===== config.mk =====
export PLATFORM = sky130hd
export DESIGN_NAME = burst_col_gen
export DESIGN_NICKNAME = d
export VERILOG_FILES = /design/src/rtl/burst_col_pkg.sv /design/src/rtl/burst_len_decode.sv /design/src/rtl/burst_col_calc.sv /design/src/rtl/burst_beat_ctrl.sv /design/src/rtl/burst_col_gen.sv
export SDC_FILE = /design/constraint.sdc
export NUM_CORES = 1
export LEC_CHECK = 0
export ABC_AREA = 1
export BUFFER_PORTS_ARGS = -buffer_cell sky130_fd_sc_hd__buf_2
export CAP_MARGIN = 20
export CORE_ASPECT_RATIO = 1.2
export CORE_MARGIN = 4
export CORE_UTILIZATION = 30
export CTS_CLUSTER_DIAMETER = 120
export CTS_CLUSTER_SIZE = 25
export DETAILED_ROUTE_END_ITERATION = 10
export PLACE_DENSITY = 0.49
export SETUP_SLACK_MARGIN = 0.1
export SYNTH_ARGS = -nofsm -noshare
export SYNTH_HDL_FRONTEND = slang
export SYNTH_SLANG_ARGS = --single-unit
export TNS_END_PERCENT = 50

===== constraint.sdc =====
create_clock -name clk_i -period 3.6 [get_ports clk_i]
set_input_delay 0.18 -clock clk_i [delete_from_list [all_inputs] [get_ports clk_i]]
set_output_delay 0.18 -clock clk_i [all_outputs]
set_load 0.1 [all_outputs]

===== src/rtl/burst_col_pkg.sv =====
package burst_col_pkg;
  typedef enum logic {
    WRAP_SEQ   = 1'b0,
    WRAP_INTLV = 1'b1
  } wrap_e;

  localparam int LEN_CODE_W = 3;
  localparam int FULL_PAGE_BIT = 2;
endpackage


===== src/rtl/burst_len_decode.sv =====
module burst_len_decode
  import burst_col_pkg::*;
#(
  parameter int COL_W = 8
) (
  input  logic [LEN_CODE_W-1:0] len_code_i,
  input  logic                  wrap_i,
  output logic [COL_W-1:0]      mask_o,
  output logic                  intlv_o,
  output logic                  err_o
);
  logic             full_page;
  logic [COL_W-1:0] one_hot;

  assign full_page = len_code_i[FULL_PAGE_BIT];
  assign one_hot   = {{(COL_W-1){1'b0}}, 1'b1} << len_code_i[1:0];

  always_comb begin
    if (full_page) mask_o = {COL_W{1'b1}};
    else           mask_o = one_hot - 1'b1;
  end

  // interleaved full page falls back to sequential
  assign intlv_o = (wrap_i == WRAP_INTLV) && !full_page;
  assign err_o   = (wrap_i == WRAP_INTLV) && full_page;

  always_comb begin
    if (!full_page) begin
      assert_mask_contig_R3: assert ((mask_o & (mask_o + 1'b1)) == '0);
    end
  end
endmodule


===== src/rtl/burst_col_calc.sv =====
module burst_col_calc #(
  parameter int COL_W = 8
) (
  input  logic [COL_W-1:0] base_i,
  input  logic [COL_W-1:0] beat_i,
  input  logic [COL_W-1:0] mask_i,
  input  logic             intlv_i,
  output logic [COL_W-1:0] col_o
);
  logic [COL_W-1:0] seq_col;
  logic [COL_W-1:0] xor_col;

  assign seq_col = base_i + beat_i;
  assign xor_col = base_i ^ beat_i;

  // bits outside the mask keep the start column
  for (genvar i = 0; i < COL_W; i++) begin : g_bit
    assign col_o[i] = mask_i[i] ? (intlv_i ? xor_col[i] : seq_col[i]) : base_i[i];
  end
endmodule


===== src/rtl/burst_beat_ctrl.sv =====
module burst_beat_ctrl #(
  parameter int COL_W = 8
) (
  input  logic             clk_i,
  input  logic             rst_ni,
  input  logic             start_i,
  input  logic             stop_i,
  input  logic [COL_W-1:0] mask_i,
  output logic             active_o,
  output logic [COL_W-1:0] beat_o,
  output logic             last_o
);
  logic             active_q;
  logic [COL_W-1:0] beat_q;

  assign last_o   = active_q && (beat_q == mask_i);
  assign active_o = active_q;
  assign beat_o   = beat_q;

  always_ff @(posedge clk_i or negedge rst_ni) begin
    if (!rst_ni) begin
      active_q <= 1'b0;
      beat_q   <= '0;
    end else if (start_i) begin
      active_q <= 1'b1;
      beat_q   <= '0;
    end else if (stop_i) begin
      active_q <= 1'b0;
    end else if (active_q) begin
      if (last_o) active_q <= 1'b0;
      else        beat_q   <= beat_q + 1'b1;
    end
  end

  assert_stop_ends_R8: assert property (@(posedge clk_i) disable iff (!rst_ni)
    (stop_i && !start_i) |=> (!active_o && !last_o));

  assert_last_ends_R3: assert property (@(posedge clk_i) disable iff (!rst_ni)
    (last_o && !start_i) |=> !active_o);

  assert_beat_step_R4: assert property (@(posedge clk_i) disable iff (!rst_ni)
    (active_o && !last_o && !start_i && !stop_i) |=> (active_o && beat_o == $past(beat_o) + 1'b1));
endmodule


===== src/rtl/burst_col_gen.sv =====
module burst_col_gen
  import burst_col_pkg::*;
#(
  parameter int COL_W = 8
) (
  input  logic                  clk_i,
  input  logic                  rst_ni,
  input  logic                  start_i,
  input  logic [COL_W-1:0]      start_col_i,
  input  logic [LEN_CODE_W-1:0] len_code_i,
  input  logic                  wrap_i,
  input  logic                  stop_i,
  output logic [COL_W-1:0]      col_o,
  output logic                  valid_o,
  output logic                  last_o,
  output logic                  err_o
);
  logic [COL_W-1:0] dec_mask;
  logic             dec_intlv;
  logic             dec_err;

  logic [COL_W-1:0] base_q;
  logic [COL_W-1:0] mask_q;
  logic             intlv_q;
  logic             err_q;

  logic             active;
  logic [COL_W-1:0] beat;

  burst_len_decode #(.COL_W(COL_W)) u_dec (
    .len_code_i (len_code_i),
    .wrap_i     (wrap_i),
    .mask_o     (dec_mask),
    .intlv_o    (dec_intlv),
    .err_o      (dec_err)
  );

  always_ff @(posedge clk_i or negedge rst_ni) begin
    if (!rst_ni) begin
      base_q  <= '0;
      mask_q  <= '0;
      intlv_q <= 1'b0;
      err_q   <= 1'b0;
    end else if (start_i) begin
      base_q  <= start_col_i;
      mask_q  <= dec_mask;
      intlv_q <= dec_intlv;
      err_q   <= dec_err;
    end
  end

  burst_beat_ctrl #(.COL_W(COL_W)) u_ctrl (
    .clk_i    (clk_i),
    .rst_ni   (rst_ni),
    .start_i  (start_i),
    .stop_i   (stop_i),
    .mask_i   (mask_q),
    .active_o (active),
    .beat_o   (beat),
    .last_o   (last_o)
  );

  burst_col_calc #(.COL_W(COL_W)) u_calc (
    .base_i  (base_q),
    .beat_i  (beat),
    .mask_i  (mask_q),
    .intlv_i (intlv_q),
    .col_o   (col_o)
  );

  assign valid_o = active;
  assign err_o   = active && err_q;

  assert_start_col_R2: assert property (@(posedge clk_i) disable iff (!rst_ni)
    start_i |=> (valid_o && col_o == $past(start_col_i)));

  assert_err_valid_R7: assert property (@(posedge clk_i) disable iff (!rst_ni)
    err_o |-> valid_o);

  assert_upper_fixed_R4: assert property (@(posedge clk_i) disable iff (!rst_ni)
    (valid_o && !start_i) |=> (!valid_o || ((col_o & ~mask_q) == ($past(col_o) & ~mask_q))));

  assert_no_spurious_R10: assert property (@(posedge clk_i) disable iff (!rst_ni)
    $rose(valid_o) |-> $past(start_i));

  assert_last_valid_R3: assert property (@(posedge clk_i) disable iff (!rst_ni)
    last_o |-> valid_o);
endmodule


==> out/metrics.cfg, run 1 <==
[logic_synthesis]
avgSynthCellArea_um2 = 7.52
ys_async_sr_fraction = 1.00
ys.flop_type = dfrtp_1
synth_top_cell_by_area = dfrtp_1
synth.area.top_cells = dfrtp_1 37%, nand2_1 16%, ha_1 7.1%
yosys_warnings = 0
yosysSeqAreaShare = 0.371
synthCells = 233
synth_nets = 260
synth_area_mm2 = 0.00175
yosys.area.top_type_share = 0.371
synth-edff-count = 0
ys_ff_latch = 26
ys_types = 26

[global_route]
grt_pass1_vias = 1526
grt_pass1_wl_um = 7360
grt-ovfl-total = 0
antenna_found_initial = 0
grtUsageTotal = 0.127
grt_max_degree = 30

[timing]
drv_slew = 0
min_period_ns = 2.64
finalSetupViolations = 0
rsz0062_at_grt = no
holdWs_ns = 0.105
setup_ws_ns = 0.958
finalClockSkew_ns = 0.00327
hold_viol_final = 0
fin_crit_sh = 0.734
fmax_mhz = 379
relSlewSlack = 0.593
worstMarginPinSlew_ns = 0.610
final.setup.tns_ns = 0

[power]
power.total_mw = 0.771
power_density_mw_per_mm2 = 379
ir_drop_v = 0.000182
p_leak_nw = 1.11

[route]
viasPerCell = 4.58
drt_iter0_drc = 99
drc_errors = 0
totalWireLength_um = 4210
ant_nets = 0
dr.pass1.iters = 4
via_count = 1561
wl_per_cell_um = 12.3

[layout]
layout_common_cells = 74 x nand2_1, 29 x inv_1, 26 x dfrtp_1, 26 x buf_2, 17 x nand3_1
layout_commonest_cell = nand2_1
fin_nets = 289
instances_no_fill = 341
drive_above_1_share = 0.161
antenna_cells = 0
syn_to_final_growth_pct = 16.2

[placed_design]
place.gp.congestion = 0.850
dp_cells = 336
pre_cts_ws_ns = 1.24
portBuffers = 26
dp_hpwl_um = 3230

[worst_setup_path]
worstPathMaxFanout = 6
crit_required_ns = 3.42
endpoint_kind = output port
worst_setup_path_start_kind = register
worstSetupPathType = register to output port
crit_arrival_ns = 2.46

[clock_network]
postCtsSetupBuffers = 0
clock_latency_ns = 0.27
path_clk_slew_ns = 0.10
cts_made_buffers = 3
cts.htree.levels = 1
cts_tree = built
cts_buffer_depth = 2
cts_sinks = 26
cts-root-buf = clkbuf_8

[floorplanning]
die_area_mm2 = 0.00714
start_util = 0.309
ios = 27
std_cell_rows = 30
core_area_mm2 = 0.00567
fp.dieH_um = 91.7
die_w_um = 77.8

[outcome]
outcome = complete, no violations

[hold_path]
min_path_type = input port to register

[flow_run]
drv_cap = 0

[registers in the layout, summed over array words and instances (netlist names)]
register         cells
base_q               8
u_ctrl.beat_o        8
mask_q               7
err_q                1
intlv_q              1
u_ctrl.active_o      1
[synthesized netlist by cell type, types with 2 or more instances]
| cell type | instances |
|---|---|
| nor2_2 | 3 |
| dfrtp_1 | 26 |
| nand3_1 | 17 |
| nand2_1 | 74 |
| buf_2 | 3 |
| a22oi_1 | 3 |
| xnor2_1 | 7 |
| inv_1 | 29 |
| xor2_1 | 6 |
| nand3b_1 | 2 |
| nor2_1 | 9 |
| nand4_1 | 10 |
| inv_2 | 2 |
| nand3_2 | 3 |
| o21ai_0 | 13 |
| a21oi_1 | 7 |
| ha_1 | 10 |
[layer usage]
metal | wire length [µm] | GRT usage | up-vias
met5 | 0 | 0 | -
met1 | 1910 | 0.167 | 723
met4 | 12 | 0.0297 | 0
li1 | - | - | 812
met2 | 2180 | 0.220 | 24
met3 | 112 | 0.0167 | 2
[timing repair]
item                      4_1_cts  5_1_grt
hold buffers                    1        0
resized for setup               0        0
hold endpoints to repair       26        0
[worst max-delay path, cell delays in order (launching register included)]
cell	delay [ns]
dfrtp_1	0.47
ha_1	0.22
inv_1	0.06
fa_1	0.37
o21ai_0	0.27
nand2_1	0.10
xor2_1	0.15
o21ai_1	0.11
buf_2	0.43
[per-stage QoR]
step,util,cell area [µm²]
after CTS,0.359,2040
after global routing,0.359,2040
after global placement,0.348,1970
after floorplan,-,1750
final,0.359,2040
after detailed placement,0.348,1970
[path summary, 6_finish.rpt]
path / startpoint / depth (start not counted) / end / slack (ns)
worst min-delay path: start_col_i[4] / 3 / base_q[4] / 0.10
max in group asynchronous: rst_ni / 2 / mask_q[7] / 2.76
min in group asynchronous: rst_ni / 2 / u_ctrl.beat_o[5] / 0.44
worst min register to register: base_q[5] / 2 / base_q[5] / 0.52
worst max-delay path: u_ctrl.beat_o[0] / 8 / col_o[4] / 0.96
worst max register to register: u_ctrl.beat_o[3] / 7 / u_ctrl.beat_o[4] / 2.20
[area by class of cell]
| class | instances | area, µm² |
|---|---|---|
| tap | 80 | 100 |
| clock buffer | 4 | 55.1 |
| fill | 608 | 3630 |
| multi-input combinational | 171 | 963 |
| sequential | 26 | 651 |
| timing repair buffer | 28 | 148 |
| inverter | 32 | 120 |
[report_power, final]
part	internal (mW)	switching [mW]
logic	0.0542	0.194
registers	0.311	0.0178
clock network	0.0978	0.0968
total	0.463	0.308
[logic make-up after synthesis]
family,synth area share
AND/OR/NAND/NOR,0.320
buffers and inverters,0.0792
AO/OA/AOI/OAI,0.0821
flip-flops,0.371
XOR/XNOR,0.0650
adder cells (fa/ha/maj),0.0828
Power figures use the tool's default switching activity.
==> run 2: changes to the inputs <==
Settings changed: ABC_AREA 1 to 0, PLACE_DENSITY 0.49 to 0.5.
Clock period 3.6 ns to 2.4 ns, I/O delays scaled along.
==> run 2 against run 1 <==
Net effect: synthesized area shrank 2.8%; cell count down 18%; via count down 9.2%; power up 68%; worst hold slack lost 0.053 ns; setup slack lost 0.84 ns; critical path depth unchanged; core utilization up 7.3 points; largest cell class unchanged; critical path type unchanged; global-route usage is 0.26 points lower; synthesized cell count shrank 24%.
==> out/metrics.cfg, run 2 <==
[timing]
finalClockSkew_ns = 0.00260  ; was 0.00327 ns
finalSetupViolations = 0  ; unchanged
min_period_ns = 2.28
worstMarginPinSlew_ns = 0.651  ; was 0.610 ns
hold_viol_final = 0  ; unchanged
relSlewSlack = 0.566  ; was 0.593
rsz0062_at_grt = yes  ; was no
fin_crit_sh = 0.950
fmax_mhz = 439
drv_slew = 0  ; unchanged

[logic_synthesis]
synth_area_mm2 = 0.00170  ; was 0.00175 mm²
ys_types = 39  ; was 26
ys.flop_type = dfrtp_1  ; unchanged
ys_ff_latch = 26  ; unchanged
yosys_warnings = 0  ; unchanged
synthCells = 178  ; was 233
yosys.area.top_type_share = 0.382  ; was 0.371
synth_most_common_cell = dfrtp_1  ; was nand2_1
synth.area.top_cells = dfrtp_1 38%, ha_1 7.3%, mux2_2 6.6%  ; was dfrtp_1 37%, nand2_1 16%, ha_1 7.1%
ys_async_sr_fraction = 1.00  ; unchanged
synth_top_cell_by_area = dfrtp_1  ; unchanged
synth_nets = 205  ; was 260
synth_commonest_cells = 26 x dfrtp_1, 20 x nor2_1, 15 x a21oi_1  ; was 74 x nand2_1, 29 x inv_1, 26 x dfrtp_1
synth-edff-count = 0  ; unchanged
yosysSeqAreaShare = 0.382  ; was 0.371
avgSynthCellArea_um2 = 9.57  ; was 7.52 µm²

[placed_design]
dp_hpwl_um = 2940  ; was 3230 µm
place.gp.congestion = 0.785  ; was 0.850
portBuffers = 26  ; unchanged

[worst_setup_path]
endpoint_kind = output port  ; unchanged
crit_arrival_ns = 2.16  ; was 2.46 ns
worst_setup_path_start_kind = register  ; unchanged
worstSetupPathType = register to output port  ; unchanged
worstPathMaxFanout = 4  ; was 6
crit_required_ns = 2.28  ; was 3.42 ns

[route]
drt_iter0_drc = 36  ; was 99
viasPerCell = 5.04  ; was 4.58
wl_per_cell_um = 15.0  ; was 12.3 µm
drc_errors = 0  ; unchanged
via_count = 1417  ; was 1,561
totalWireLength_um = 4210  ; about the same
dr.pass1.iters = 4  ; unchanged
ant_nets = 0  ; unchanged

[layout]
drive_above_1_share = 0.402  ; was 0.161
layout_common_cells = 24 x dfrtp_1, 20 x nor2_1, 20 x buf_2  ; was 74 x nand2_1, 29 x inv_1, 26 x dfrtp_1, 26 x buf_2, 17 x nand3_1
antenna_cells = 0  ; unchanged
fillers = 535  ; was 608
seqCellArea_um2 = 653  ; was 651 µm²
syn_to_final_growth_pct = 37.3  ; was 16.2%
multi_input_area_mm2 = 0.00119  ; was 963 µm²
layout_commonest_cell = dfrtp_1  ; was nand2_1
fin_nets = 248  ; was 289
final_util = 0.433  ; was 0.359

[floorplanning]
fp.dieH_um = 90.6  ; was 91.7 µm
start_util = 0.315  ; was 0.309
ios = 27  ; unchanged
core_area_mm2 = 0.00541  ; was 0.00567 mm²
die_area_mm2 = 0.00696  ; was 0.00714 mm²
std_cell_rows = 29  ; was 30
die_w_um = 76.8  ; was 77.8 µm

[global_route]
grt_max_degree = 35  ; was 30
antenna_found_initial = 0  ; unchanged
grt_pass1_vias = 1419  ; was 1,526
grt_pass1_wl_um = 6890  ; was 7360 µm
grt-ovfl-total = 0  ; unchanged
grtUsageTotal = 0.125  ; was 0.127

[power]
p_leak_nw = 0.999  ; was 1.11 nW
power_density_mw_per_mm2 = 553  ; was 379 mW/mm²
power.total_mw = 1.29  ; was 0.771 mW
ir_drop_v = 0.000239  ; was 0.000182 V

[clock_network]
cts_made_buffers = 3  ; unchanged
cts_tree = built  ; unchanged
path_clk_slew_ns = 0.10  ; about the same
cts_buffer_depth = 2  ; unchanged
cts-root-buf = clkbuf_8  ; unchanged
clock_latency_ns = 0.27  ; about the same
cts_sinks = 26  ; unchanged
cts.htree.levels = 1  ; unchanged

[flow_run]
drv_cap = 0  ; unchanged

[outcome]
outcome = complete, no violations  ; unchanged

[hold_path]
min_path_type = input port to register  ; unchanged

-- run 2: changes by cell type in the layout (fill, tap and decap cells not counted), moves of 7 or more --
| cell | before | now |
|---|---|---|
| ha_1 | 10 | 3 |
| nand2_1 | 74 | 9 |
| inv_1 | 29 | 10 |
| nand3_1 | 17 | 1 |
| ha_4 | 0 | 7 |
| mux2_2 | 0 | 10 |
| nor2_1 | 9 | 20 |
| buf_4 | 1 | 17 |
-- run 2: per-stage QoR --
stage | TNS [ns] | worst slack (ns) | instances | instance area (µm²) | hold slack (ns)
after global routing | 0 | 0.0214 | 281 | 2340 | 0.0636
after floorplan | -0.728 | -0.395 | 178 | 1770 | -0.176
after CTS | 0 | 0.0604 | 277 | 2190 | 0.0604
final | 0 | 0.120 | 281 | 2340 | 0.0523
after global placement | 0 | 0.150 | 265 | 2030 | 0.174
after detailed placement | 0 | 0.177 | 265 | 2030 | 0.178
-- run 2: metal layers --
| metal | GRT usage | up-vias | routed length, µm |
|---|---|---|---|
| met4 | 0.0453 | 0 | 62 |
| met3 | 0.0210 | 6 | 128 |
| li1 | - | 708 | - |
| met1 | 0.150 | 683 | 1880 |
| met5 | 0 | - | 0 |
| met2 | 0.219 | 20 | 2140 |
-- run 2: cell families (layout without fill, tap and decap cells) --
family,Yosys count,count (layout),share of synthesized area
and+or+nand+nor,61,61,0.194
AOI/OAI and AO/OA,36,36,0.126
DFF,26,26,0.382
buffers and inverters,16,57,0.0485
muxes,15,15,0.0977
xor gates and xnor gates,13,13,0.0668
adders and majority gates,11,11,0.0852
-- run 2: where the power goes --
group          switching, mW  internal [mW]
Clock                  0.148          0.113
Combinational          0.333          0.184
Sequential            0.0489          0.468
-- run 2: cell type report --
cell class                      count  area share
Clock buffer                        3      0.0176
Inverter                           10      0.0160
Multi-Input combinational cell    136       0.510
Sequential cell                    26       0.279
Tap cell                           62      0.0332
Timing Repair Buffer               44       0.144
-- run 2: critical path, cell delays in order, from the launching register on --
cell and delay (ns):
dfrtp_1 0.43, ha_4 0.33, buf_4 0.13, nor2_1 0.05, nor4_2 0.24, nand2_2 0.12, mux2i_4 0.23, xor2_4 0.18
buf_12 0.19
-- run 2: final timing paths --
path                                   from          endpoint  slack [ns]  depth (start not counted)
max                               base_q[6]          col_o[7]        0.12                          8
min                          start_col_i[1]         base_q[1]        0.05                          3
max reg2reg                u_ctrl.beat_o[0]  u_ctrl.beat_o[5]        0.36                          7
min reg2reg                           err_q             err_q        0.53                          2
max in group asynchronous            rst_ni  u_ctrl.beat_o[6]        1.55                          2
min in group asynchronous            rst_ni         base_q[2]        0.40                          2
-- run 2: what timing repair did --
item                       CTS  global route
gates resized for setup     13            21
hold buffers                 1             0
pin swaps                    8             5
hold endpoints to repair    26             0
setup endpoints to repair    6             7
buffers inserted             8             4
